--- src/rtl/btu_pkg.sv ---
package btu_pkg;
  localparam int OPC_W = 5;
  localparam logic [OPC_W-1:0] OPC_JUMP = 5'b00000;
  localparam logic [OPC_W-1:0] OPC_CALL = 5'b00001;

  typedef enum logic [1:0] {
    IX_ZERO = 2'd0,
    IX_PC   = 2'd1,
    IX_AC2  = 2'd2,
    IX_AC3  = 2'd3
  } btu_index_e;

  typedef enum logic [1:0] {
    ST_IDLE = 2'd0,
    ST_RD   = 2'd1,
    ST_USE  = 2'd2
  } btu_state_e;
endpackage

--- src/rtl/btu_decode.sv ---
module btu_decode
  import btu_pkg::*;
#(
  parameter int WORD_W = 16,
  localparam int DISP_W = WORD_W - 8
) (
  input  logic [WORD_W-1:0] instr,
  output logic              is_branch,
  output logic              is_call,
  output logic              indirect,
  output btu_index_e        index,
  output logic [DISP_W-1:0] disp
);
  logic [OPC_W-1:0] opc;

  always_comb begin
    opc       = instr[WORD_W-1 -: OPC_W];
    // both branch opcodes share the four top bits
    is_branch = (opc == OPC_JUMP) || (opc == OPC_CALL);
    is_call   = (opc == OPC_CALL);
    // field positions below the opcode
    indirect  = instr[WORD_W-OPC_W-1];
    index     = btu_index_e'(instr[WORD_W-OPC_W-2 -: 2]);
    disp      = instr[DISP_W-1:0];
  end
endmodule

--- src/rtl/btu_ea.sv ---
module btu_ea
  import btu_pkg::*;
#(
  parameter int WORD_W = 16,
  localparam int AW     = WORD_W - 1,
  localparam int DISP_W = WORD_W - 8
) (
  input  btu_index_e        index,
  input  logic [DISP_W-1:0] disp,
  input  logic [AW-1:0]     pc,
  input  logic [WORD_W-1:0] ac2,
  input  logic [WORD_W-1:0] ac3,
  output logic [AW-1:0]     ea
);
  logic [WORD_W-1:0] sext;
  logic [WORD_W-1:0] base;

  always_comb begin
    sext = {{(WORD_W-DISP_W){disp[DISP_W-1]}}, disp};
    case (index)
      IX_PC:   base = {1'b0, pc};
      IX_AC2:  base = ac2;
      IX_AC3:  base = ac3;
      default: base = '0;
    endcase
    // page zero is unsigned; R4/R5: relative forms wrap at 15 bits
    if (index == IX_ZERO)
      ea = AW'({{(WORD_W-DISP_W){1'b0}}, disp});
    else
      ea = AW'(base + sext);
  end
endmodule

--- src/rtl/branch_target_unit.sv ---
module branch_target_unit
  import btu_pkg::*;
#(
  parameter int WORD_W     = 16,
  parameter int MAX_LEVELS = 8,
  localparam int AW      = WORD_W - 1,
  localparam int DISP_W  = WORD_W - 8,
  localparam int DEPTH_W = $clog2(MAX_LEVELS + 1)
) (
  input  logic              clk,
  input  logic              rst,
  input  logic              issue,
  input  logic [WORD_W-1:0] instr,
  input  logic [AW-1:0]     pc_in,
  input  logic [WORD_W-1:0] ac2_in,
  input  logic [WORD_W-1:0] ac3_in,
  input  logic [WORD_W-1:0] mem_data,
  output logic              pc_valid,
  output logic [AW-1:0]     pc_out,
  output logic              ac3_we,
  output logic [WORD_W-1:0] ac3_wdata,
  output logic              mem_rd,
  output logic [AW-1:0]     mem_addr,
  output logic              busy,
  output logic              chain_err
);
  localparam logic [AW-1:0]      PC_ONE    = AW'(1);
  localparam logic [DEPTH_W-1:0] DEPTH_ONE = DEPTH_W'(1);
  localparam logic [DEPTH_W-1:0] DEPTH_MAX = DEPTH_W'(MAX_LEVELS);

  logic              dec_branch, dec_call, dec_ind;
  btu_index_e        dec_index;
  logic [DISP_W-1:0] dec_disp;
  logic [AW-1:0]     ea;
  logic [WORD_W-1:0] ret_addr;
  logic              accept;

  btu_state_e         state_q;
  logic               call_q;
  logic [WORD_W-1:0]  ret_q;
  logic [DEPTH_W-1:0] depth_q;

  btu_decode #(.WORD_W(WORD_W)) u_dec (
    .instr     (instr),
    .is_branch (dec_branch),
    .is_call   (dec_call),
    .indirect  (dec_ind),
    .index     (dec_index),
    .disp      (dec_disp)
  );

  btu_ea #(.WORD_W(WORD_W)) u_ea (
    .index (dec_index),
    .disp  (dec_disp),
    .pc    (pc_in),
    .ac2   (ac2_in),
    .ac3   (ac3_in),
    .ea    (ea)
  );

  assign ret_addr = {1'b0, pc_in + PC_ONE};
  assign accept   = issue && dec_branch && (state_q == ST_IDLE);
  assign busy     = (state_q != ST_IDLE);

  always_ff @(posedge clk) begin
    if (rst) begin
      state_q   <= ST_IDLE;
      call_q    <= 1'b0;
      ret_q     <= '0;
      depth_q   <= '0;
      pc_valid  <= 1'b0;
      pc_out    <= '0;
      ac3_we    <= 1'b0;
      ac3_wdata <= '0;
      mem_rd    <= 1'b0;
      mem_addr  <= '0;
      chain_err <= 1'b0;
    end else begin
      pc_valid  <= 1'b0;
      ac3_we    <= 1'b0;
      mem_rd    <= 1'b0;
      chain_err <= 1'b0;
      case (state_q)
        ST_IDLE: begin
          if (accept) begin
            call_q <= dec_call;
            ret_q  <= ret_addr;
            if (dec_ind) begin
              mem_rd   <= 1'b1;
              mem_addr <= ea;
              depth_q  <= DEPTH_ONE;
              state_q  <= ST_RD;
            end else begin
              pc_valid  <= 1'b1;
              pc_out    <= ea;
              ac3_we    <= dec_call;
              ac3_wdata <= ret_addr;
            end
          end
        end
        ST_RD: state_q <= ST_USE;
        ST_USE: begin
          if (mem_data[WORD_W-1]) begin
            if (depth_q == DEPTH_MAX) begin
              chain_err <= 1'b1;
              state_q   <= ST_IDLE;
            end else begin
              depth_q  <= depth_q + DEPTH_ONE;
              mem_rd   <= 1'b1;
              mem_addr <= mem_data[AW-1:0];
              state_q  <= ST_RD;
            end
          end else begin
            pc_valid  <= 1'b1;
            pc_out    <= mem_data[AW-1:0];
            ac3_we    <= call_q;
            ac3_wdata <= ret_q;
            state_q   <= ST_IDLE;
          end
        end
        default: state_q <= ST_IDLE;
      endcase
    end
  end
endmodule

--- config.mk ---
export PLATFORM = sky130hd
export DESIGN_NAME = branch_target_unit
export DESIGN_NICKNAME = d
export VERILOG_FILES = /design/src/rtl/btu_pkg.sv /design/src/rtl/btu_decode.sv /design/src/rtl/btu_ea.sv /design/src/rtl/branch_target_unit.sv
export SDC_FILE = /design/constraint.sdc
export NUM_CORES = 1
export LEC_CHECK = 0
export BUFFER_PORTS_ARGS = -buffer_cell sky130_fd_sc_hd__clkbuf_2
export CAP_MARGIN = 20
export CORE_MARGIN = 3
export CORE_UTILIZATION = 25
export DETAILED_ROUTE_END_ITERATION = 6
export GPL_TIMING_DRIVEN = 1
export PLACE_DENSITY = 0.56
export SYNTH_ARGS = -nofsm -noshare
export SYNTH_HDL_FRONTEND = slang
export SYNTH_SLANG_ARGS = --single-unit
--- constraint.sdc ---
create_clock -name clk -period 10.3 [get_ports clk]
set_clock_uncertainty 0.2 [all_clocks]
set_input_delay 1.03 -clock clk [delete_from_list [all_inputs] [get_ports clk]]
set_output_delay 1.03 -clock clk [all_outputs]
set_load 0.05 [all_outputs]
; Word-level counts from Yosys, hierarchy flattened
; Cells that the tools add are included.
[classes]
n_mux = 39
n_eq_ne = 13
n_reduce_logical = 13
n_addsub = 3
bitwise_logic = 2
[ops]
columns = op, count
row1 = 15-bit 2-to-1 mux, 8
row2 = 15-bit case mux with 2 select lines, 2
row3 = 16-bit 2-to-1 mux, 3
row4 = 15-bit case mux with 3 select lines, 1
row5 = 16-bit case mux with 2 select lines, 1
row6 = 4-bit 2-to-1 mux, 4
row7 = 15-bit by 1-bit adder with 15-bit output (second input constant), 1
row8 = 15-bit adder, 1
row9 = 1-bit 2-to-1 mux, 12
row10 = 2-bit != test (second input constant), 6
row11 = 4-bit case mux with 2 select lines, 1
row12 = 2-bit == test (second input constant), 3
row13 = 2-bit 2-to-1 mux, 3
row14 = 1-bit case mux with 2 select lines, 3
row15 = 2-bit case mux with 3 select lines, 1
row16 = 5-bit by 1-bit == test with 1-bit output (second input constant), 1
row17 = 5-bit zero test, 1
row18 = 5-bit AND reduction, 1
row19 = 4-bit by 1-bit adder with 4-bit output (second input constant), 1
row20 = 2-bit by 1-bit == test with 1-bit output (second input constant), 2
row21 = 4-bit == test (second input constant), 1
row22 = 2-bit zero test, 2
row23 = 2-bit AND reduction, 2
row24 = 4-bit AND reduction, 1
row25 = 5 further kinds, 8
[word_totals]
elab_cells = 81
reg_bits = 72
input_bits = 82
output_inout_bits = 51

; Longest topological paths before layout
; Gate-level depths: netlist (run 1).
[logic_depth]
word_depth = 7
mapped_depth = 13
ltp_nobuf = 11

; By module
; Synthesis (run 1) repeated with hierarchy kept, for this count alone.
[unflattened]
cells_unflattened = 514
hier_area_um2 = 4388.0
[by_module_without_submodules]
columns = module, cells_per_inst, n_inst, seq_area_each_um2, area_per_inst_um2
row1 = branch_target_unit, 350, 1, 1421.4, 3138.0
row2 = btu_ea, 151, 1, 0.0, 1148.6
row3 = btu_decode, 13, 1, 0.0, 101.3

; Worst setup path before layout (run 1)
; Ideal clock, no wire load.
[synth_path]
kind = input port to flip-flop
start = input instr[8]
end = register pc_out[12]
required_ns = 9.963
t_arrival_ns = 3.725
cell_stages = 13
path_slack_ns = 6.237
setup_ns = 0.137
n_path_buf = 2
path_cell_list = buf_4 > clkbuf_1 > mux2_2 > a22o_1 > ha_1 > inv_1 > fa_1 > and2b_1 > o31ai_4 > a311oi_1 > or3_1 > a32oi_1 > a211oi_1
[synth_via]
elab_chain_cells = 7
word_cells_on_any_way = 10
cone_classes = add/sub (1) / eq/ne (3) / mux (5) / reduce/logical (1)
[synth_rtl]
columns = element, line_no
row1 = start: declaration, branch_target_unit.sv:13  ; input logic [WORD_W-1:0] instr,
row2 = 2-bit == test / 2-bit by 1-bit == test with 1-bit output (equally long branches), btu_ea.sv:20  ; case (index)
row3 = 15-bit case mux with 3 select lines, btu_ea.sv:20
row4 = 15-bit adder, btu_ea.sv:30  ; ea = AW'(base + sext);
row5 = 15-bit 2-to-1 mux (*), btu_ea.sv:27  ; if (index == IX_ZERO)
row6 = 15-bit 2-to-1 mux (*), branch_target_unit.sv:88  ; if (dec_ind) begin
row7 = 15-bit 2-to-1 mux (*), branch_target_unit.sv:85  ; if (accept) begin
row8 = 15-bit case mux with 2 select lines (*), branch_target_unit.sv:83  ; case (state_q)
row9 = end signal: assignment, branch_target_unit.sv:115  ; pc_out <= mem_data[AW-1:0];
row10 = end: declaration, branch_target_unit.sv:19  ; output logic [AW-1:0] pc_out,
; Mark *: on every way between the ends. The rest lies on a longest branch, timed or not. The select of a mux whose other input is x is not followed.
; A chain may end at the register's enable or synchronous reset.

; Worst setup path after layout (run 1)
[layout_path]
start = input instr[8]
end = register mem_addr[12]
[layout_via]
elab_chain_cells = 7
word_cells_on_any_way = 10
cone_classes = add/sub (1) / eq/ne (3) / mux (5) / reduce/logical (1)
[layout_rtl]
columns = element, line_no
row1 = 2-bit == test / 2-bit by 1-bit == test with 1-bit output (equally long branches), btu_ea.sv:20
row2 = 15-bit case mux with 3 select lines, btu_ea.sv:20
row3 = 15-bit adder, btu_ea.sv:30
row4 = 15-bit 2-to-1 mux (*), btu_ea.sv:27
row5 = 15-bit 2-to-1 mux (*), branch_target_unit.sv:88
row6 = 15-bit 2-to-1 mux (*), branch_target_unit.sv:85
row7 = 15-bit case mux with 2 select lines (*), branch_target_unit.sv:83
row8 = end signal: assignment, branch_target_unit.sv:110  ; mem_addr <= mem_data[AW-1:0];
row9 = end: declaration, branch_target_unit.sv:23  ; output logic [AW-1:0] mem_addr,
; Marked as above.

==> impl_metrics.ini, run 1 <==
[run_status]
outcome = finished clean

[sta]
rsz0062_at_grt = false
finalSetupTns_ns = 0
timing.slew.headroom_pct = 48.0
tightestPinTransition_ns = 0.780
post-route-period-util_pct = 39.7
post-route-min-period_ns = 4.09
hold_viol = 0
setup_viol = 0
fmax_mhz = 245
drv_slew = 0

[routing]
wirelength_mm = 13.3
drc_errors = 0
vias = 4137
drtIter0Drc = 209
wl_per_cell_um = 15.6
via_per_inst = 4.83
ant_nets = 0
first_pass_iters = 4

[floorplanning]
pin_count = 133
die_h_um = 136
initial_core_util_pct = 26.1
fp.dieArea_um2 = 18500
core_area_um2 = 16200
die_width_um = 136
core.rowCount = 46

[critical_path]
reg2reg_slack_ns = 7.57
worst-r2r-cell-count = 6
critical_path_class = input pin to register
worstSetupStartpointType = input pin
rr_endpoint = mem_addr[11]$_SDFFE_PP0P_
critPathMaxFanout = 18
endpoint = mem_addr[12]$_SDFFE_PP0P_
critical_path_depth = 13
r2r-start = state_q[0]$_SDFFE_PP0P_
max_stage_delay_ns = 0.38
slowest_stage = fa_1
required_ns = 10.28
path_cells = clkbuf_2 > nor2b_1 > buf_4 > a22o_1 > ha_1 > inv_1 > fa_1 > and2b_1 > o31ai_4 > a311oi_1 > o21ai_0 > a32oi_1 > a211oi_1
worst_ep_arrival_time_ns = 4.07
crit_buf_inv = 3
path_delay_family = compound AO/OA/AOI/OAI gates
critPathLaunch = instr[8]
endpoint_kind = register

[yosys]
syn_area_per_cell_um2 = 8.09
synthDistinctLibCells = 60
synth_top_cell_by_area = dfxtp_1
synth_edf_count = 0
synth-seq-area-share_pct = 33.6
synthesis.nets = 623
synth_ff_type = dfxtp_1
syn_area_um2 = 4230
synth_top_area_share_pct = 33.6
ys_ff_latch = 71
syn_inst = 523
async_reset_ff_share_pct = 0
yosysWarningCount = 0
synth_area_leaders = dfxtp_1, nor2_1, a21oi_1

[clocking]
insertion_delay_ns = 0.33
clock-sinks = 71
cts_buffers = 9
clock_path_buffers = 2
htree_levels = 3
hold_buffers = 0
post_cts_buffers = 0
cts.root.buffer_cell = clkbuf_16
cts_resized = 0
tritoncts = done
path_clk_slew_ns = 0.05

[worst_hold_path]
min_path_type = register to register

[finish]
synthToLayoutAreaGrowth_pct = 26.5
nNetsFinal = 735
drive_gt1_share_pct = 28.0

[placement]
gp_congestion = 0.852
dp_hpwl_mm = 10.1
io_buffers = 129

[pwr]
fin_total_pwr_mw = 0.737
vdd.ir_drop.worst_uv = 84.6
p_leak_nw = 2.23
power.density_nw_per_um2 = 138

[global_routing]
grt_max_degree = 73
track_usage_pct = 14.5
antenna_found_initial = 0
grt_pass1_wl_mm = 20.9
overflow = 0
grt_pass1_vias = 3899

[run]
drv_cap = 0
==> report_power, final <==
part / switching (mW) / internal (mW)
registers: 0.00219 / 0.279
logic: 0.0879 / 0.0560
clock network: 0.113 / 0.199
==> logic make-up (layout without fill, tap and decap cells) <==
kind of cell	Yosys count	in the layout	share of synthesized area [%]
muxes	18	18	4.70
and+or+nand+nor	190	190	20.9
DFF	71	71	33.6
other	1	2	0.0886
xor gates and xnor gates	17	17	3.52
buffers and inverters	46	162	4.70
AOI/OAI and AO/OA	162	162	27.0
adders and majority gates	18	18	5.50
==> flip-flops by register name (all words and copies together) (netlist names) <==
name       flops
ac3_wdata     15
ac3_we         1
call_q         1
chain_err      1
depth_q        4
mem_addr      15
mem_rd         1
pc_out        15
pc_valid       1
ret_q         15
state_q        2
==> synth_stat cells, types with 6 or more instances <==
cell	number
dfxtp_1	71
nand3_1	16
a22o_1	14
a211oi_1	30
nand4_1	6
buf_2	9
nor2_1	71
a311oi_1	12
nand2_1	60
xor2_1	13
ha_1	17
a21o_1	9
inv_1	10
a21oi_1	46
mux2_2	15
clkbuf_1	22
o21ai_0	13
o211ai_1	8
==> cell usage in the layout, fill, tap and decap left out, drive strengths merged, types with 9 or more instances in the layout <==
cell      n
clkbuf  141
nor2     73
dfxtp    71
nand2    61
a21oi    46
a211oi   30
ha       17
nand3    16
mux2     15
a22o     14
o21ai    14
xor2     13
a311oi   12
inv      10
a21o      9
==> worst min-delay path by stage <==
stage                                    from                         to  slack [ns]  cells after the start
floorplan             depth_q[3]$_SDFFE_PP0P_       chain_err$_SDFF_PP0_        0.25                      2
finish              ac3_wdata[3]$_SDFFE_PP0P_  ac3_wdata[3]$_SDFFE_PP0P_        0.25                      2
global placement    ac3_wdata[7]$_SDFFE_PP0P_  ac3_wdata[7]$_SDFFE_PP0P_        0.24                      2
detailed placement  ac3_wdata[7]$_SDFFE_PP0P_  ac3_wdata[7]$_SDFFE_PP0P_        0.25                      2
CTS                 ac3_wdata[7]$_SDFFE_PP0P_  ac3_wdata[7]$_SDFFE_PP0P_        0.25                      2
global route        ac3_wdata[4]$_SDFFE_PP0P_  ac3_wdata[4]$_SDFFE_PP0P_        0.27                      2
==> through the flow <==
| step | util, % | cells | setup slack, ns | hold WS [ns] | cell area, um^2 |
|---|---|---|---|---|---|
| 6_report | 33.0 | 856 | 6.21 | 0.253 | 5350 |
| 5_1_grt | 33.0 | 855 | 5.91 | 0.271 | 5350 |
| 4_1_cts | 33.0 | 855 | 6.20 | 0.254 | 5350 |
| 3_5_place_dp | 31.1 | 840 | 5.86 | 0.246 | 5050 |
| 3_3_place_gp | 31.1 | 840 | 5.87 | 0.243 | 5050 |
| 2_1_floorplan | - | 523 | 6.24 | 0.251 | 4230 |
==> worst register-to-register path, cell delays in order (launching register included) <==
cell	delay, ns
dfxtp_1	0.45
or2b_1	0.60
buf_4	0.40
nand2_1	0.23
o311ai_0	0.40
a211oi_1	0.13
a211oi_1	0.24
==> area by class of cell <==
cell class | count | area, um^2
diodes | 1 | 2.50
well taps | 216 | 270
multi-input cells | 406 | 2620
fillers | 1789 | 10900
clock buffers | 12 | 256
inverters | 10 | 37.5
flip-flops and latches | 71 | 1420
clock inverters | 3 | 42.5
repair buffers | 137 | 706
==> routing by layer <==
metal	up-vias	part of all wire, %	global-route usage, %	wire [um]
li1	2133	-	-	-
met1	1857	50	21.0	6620
met2	128	41	20.2	5520
met3	19	6.9	4.33	921
met4	0	2.2	5.15	296
met5	-	0	0	0
(Power assumes the default switching activity.)
==> inputs of run 2 (changes only) <==
- ABC_AREA: unset -> 1
- PLACE_DENSITY: 0.56 -> 0.55
- clock period: 10.3 -> 4.1 ns (I/O delays scaled with it)
==> run 2 against run 1 <==
Effect of this change:
- critical endpoint is now pc_out[4]$_SDFFE_PP0P_
- flip-flop and latch count is the same
- highest routed layer unchanged
- register-to-register slack lost 5.8 ns
- sequential share of layout area shrank 1.6 points
- sequential power grew to 2.5 times the previous value
- non-clock buffer count shrank 2
- final area grew 6.5%
- setup slack lost 5.1 ns
- largest cell class unchanged
==> impl_metrics.ini, run 2 <==
[critical_path]
worstSetupStartpointType = input pin
critical_path_class = input pin to register
worst_ep_arrival_time_ns = 2.98
slowest_stage = nor2_1
worst-r2r-cell-count = 8
max_stage_delay_ns = 0.53
crit_top_cell = inv_1
endpoint_kind = register
required_ns = 4.13
path_cells = clkbuf_2 > inv_1 > nor2_1 > nand2_1 > o211ai_1 > ha_1 > inv_1 > fa_1 > inv_1 > nand3_1 > nand3_1 > xor2_1 > o21bai_1 > o211ai_1 > nand2_1 > inv_1
reg2reg_slack_ns = 1.78
critPathMaxFanout = 8

[yosys]
synth-seq-area-share_pct = 30.9
synth_ff_type = dfxtp_1
synth_top_area_share_pct = 30.9
yosysMostFrequentCell = nand2_1
ys_ff_latch = 71
synth_common_cells = nand2_1, inv_1, nor2_1
synthesis.nets = 813
syn_inst = 713
async_reset_ff_share_pct = 0
syn_area_per_cell_um2 = 6.44
yosysWarningCount = 0
synth_edf_count = 0
syn_area_um2 = 4590
synth_area_leaders = dfxtp_1, nand2_1, inv_1
synth_top_cell_by_area = dfxtp_1
synthDistinctLibCells = 43

[global_routing]
track_usage_pct = 14.9
grt_pass1_vias = 4461
grt_pass1_wl_mm = 23.6
overflow = 0
grt_max_degree = 33
antenna_found_initial = 0

[sta]
timing.hold.ws_ns = 0.137
setup_viol = 0
post-route-min-period_ns = 2.94
timing.slew.headroom_pct = 53.6
hold_viol = 0
finalSetupTns_ns = 0
fmax_mhz = 340
setup_ws_ns = 1.16
drv_slew = 0
tightestPinTransition_ns = 0.693
rsz0062_at_grt = false
post-route-period-util_pct = 71.7

[finish]
stdcell_area_um2 = 5700
multiInputGateArea_um2 = 2600
mostFrequentLayoutCell = nand2_1
nNetsFinal = 930
drive_gt1_share_pct = 20.6
layout_common_cells = nand2_1, clkbuf_2, inv_1, nor2_1, dfxtp_1
fillers = 1988
num_antenna_cells = 0
synthToLayoutAreaGrowth_pct = 24.1
seqCellArea_um2 = 1420
instances_no_fill = 1059

[pwr]
comb_power_share_pct = 19.9
p_sw_share_pct = 29.5
p_clk_share_pct = 42.6
p_seq_share_pct = 37.5
p_switching_mw = 0.557
p_int_mw = 1.33
power.density_nw_per_um2 = 331
p_leak_nw = 3.06
vdd.ir_drop.worst_uv = 189

[floorplanning]
core.rowCount = 48
core_area_um2 = 17700
die_width_um = 142
pin_count = 133
die_h_um = 142
initial_core_util_pct = 26.0
fp.dieArea_um2 = 20000

[placement]
placed_area_um2 = 5400
place_inst = 1044
dp_hpwl_mm = 11.4
pre_cts_slack_ns = 0.828
gp_congestion = 0.841
io_buffers = 129

[clocking]
insertion_delay_ns = 0.34
post_cts_buffers = 0
path_clk_slew_ns = 0.06
hold_buffers = 0
cts_buffers = 9
htree_levels = 3
clock_path_buffers = 2
cts_resized = 0
tritoncts = done
cts.root.buffer_cell = clkbuf_16
clock-sinks = 71

[routing]
ant_nets = 0
wirelength_mm = 15.1
first_pass_iters = 6
vias = 4813
via_per_inst = 4.54
drtIter0Drc = 216
wl_per_cell_um = 14.2
drc_errors = 0

[worst_hold_path]
holdPathStages = 2
min_path_type = input pin to register

[run]
drv_cap = 0

[run_status]
outcome = finished clean
## run 2: cell count changes in the layout (fill, tap and decap cells not counted), moves of 9 or more
cell      delta
a21oi_1      -9
a22o_1      -13
a211oi_1    -29
o21ai_0     +40
nand2_1    +113
a21o_1       -9
inv_1       +94
nand3_1     +39
mux2_2      -15
nor2_1      +14
a311oi_1    -12
## run 2: cell type report
| class | count | area share (%) |
|---|---|---|
| Clock inverter | 3 | 0.746 |
| Multi-Input combinational cell | 504 | 45.6 |
| Sequential cell | 71 | 24.9 |
| Clock buffer | 12 | 4.50 |
| Tap cell | 225 | 4.94 |
| Inverter | 109 | 7.22 |
| Timing Repair Buffer | 135 | 12.1 |
## run 2: logic make-up after synthesis
logic type / after synthesis / share of synthesized area, %
XOR/XNOR: 13 / 2.64
adder cells (fa/ha/maj): 18 / 5.07
buffers and inverters: 138 / 12.5
AO/OA/AOI/OAI: 126 / 15.7
other: 1 / 0.0816
flip-flops: 71 / 30.9
AND/OR/NAND/NOR: 346 / 33.1
## run 2: power by group through the flow
stage	Combinational, mW	Sequential, mW	Clock, mW
after CTS	0.379	0.707	0.821
final	0.376	0.707	0.803
after global placement	0.376	0.722	0
after floorplan	0.221	0.745	0
after detailed placement	0.377	0.722	0
after global routing	0.423	0.708	0.848
## run 2: path summary, 6_finish.rpt
path / startpoint / to
worst max register to register: state_q[1]$_SDFFE_PP0P_ / pc_out[4]$_SDFFE_PP0P_
worst min-delay path: pc_in[0] / ret_q[0]$_SDFFE_PP0P_
worst min register to register: ret_q[6]$_SDFFE_PP0P_ / ac3_wdata[6]$_SDFFE_PP0P_
worst max-delay path: instr[9] / pc_out[4]$_SDFFE_PP0P_
## run 2: critical path, delay by kind of cell
family / cells / cell delay (ns)
AOI/OAI and AO/OA: 3 / 0.50
and+or+nand+nor: 5 / 0.94
buffers and inverters: 5 / 0.45
adders and majority gates: 2 / 0.57
xor gates and xnor gates: 1 / 0.09
## run 2: through the flow
step | utilization, % | total power, mW
6_report | 32.3 | 1.89
2_1_floorplan | - | 0.966
5_1_grt | 32.3 | 1.98
3_3_place_gp | 30.6 | 1.10
3_5_place_dp | 30.6 | 1.10
4_1_cts | 32.3 | 1.91
## run 2: per-layer routing
layer	vias to the layer above	wire length (um)	global-route usage, %
met5	-	0	0
met4	0	197	3.59
met3	16	836	3.13
met2	132	6800	24.0
met1	2163	7230	20.3
li1	2502	-	-
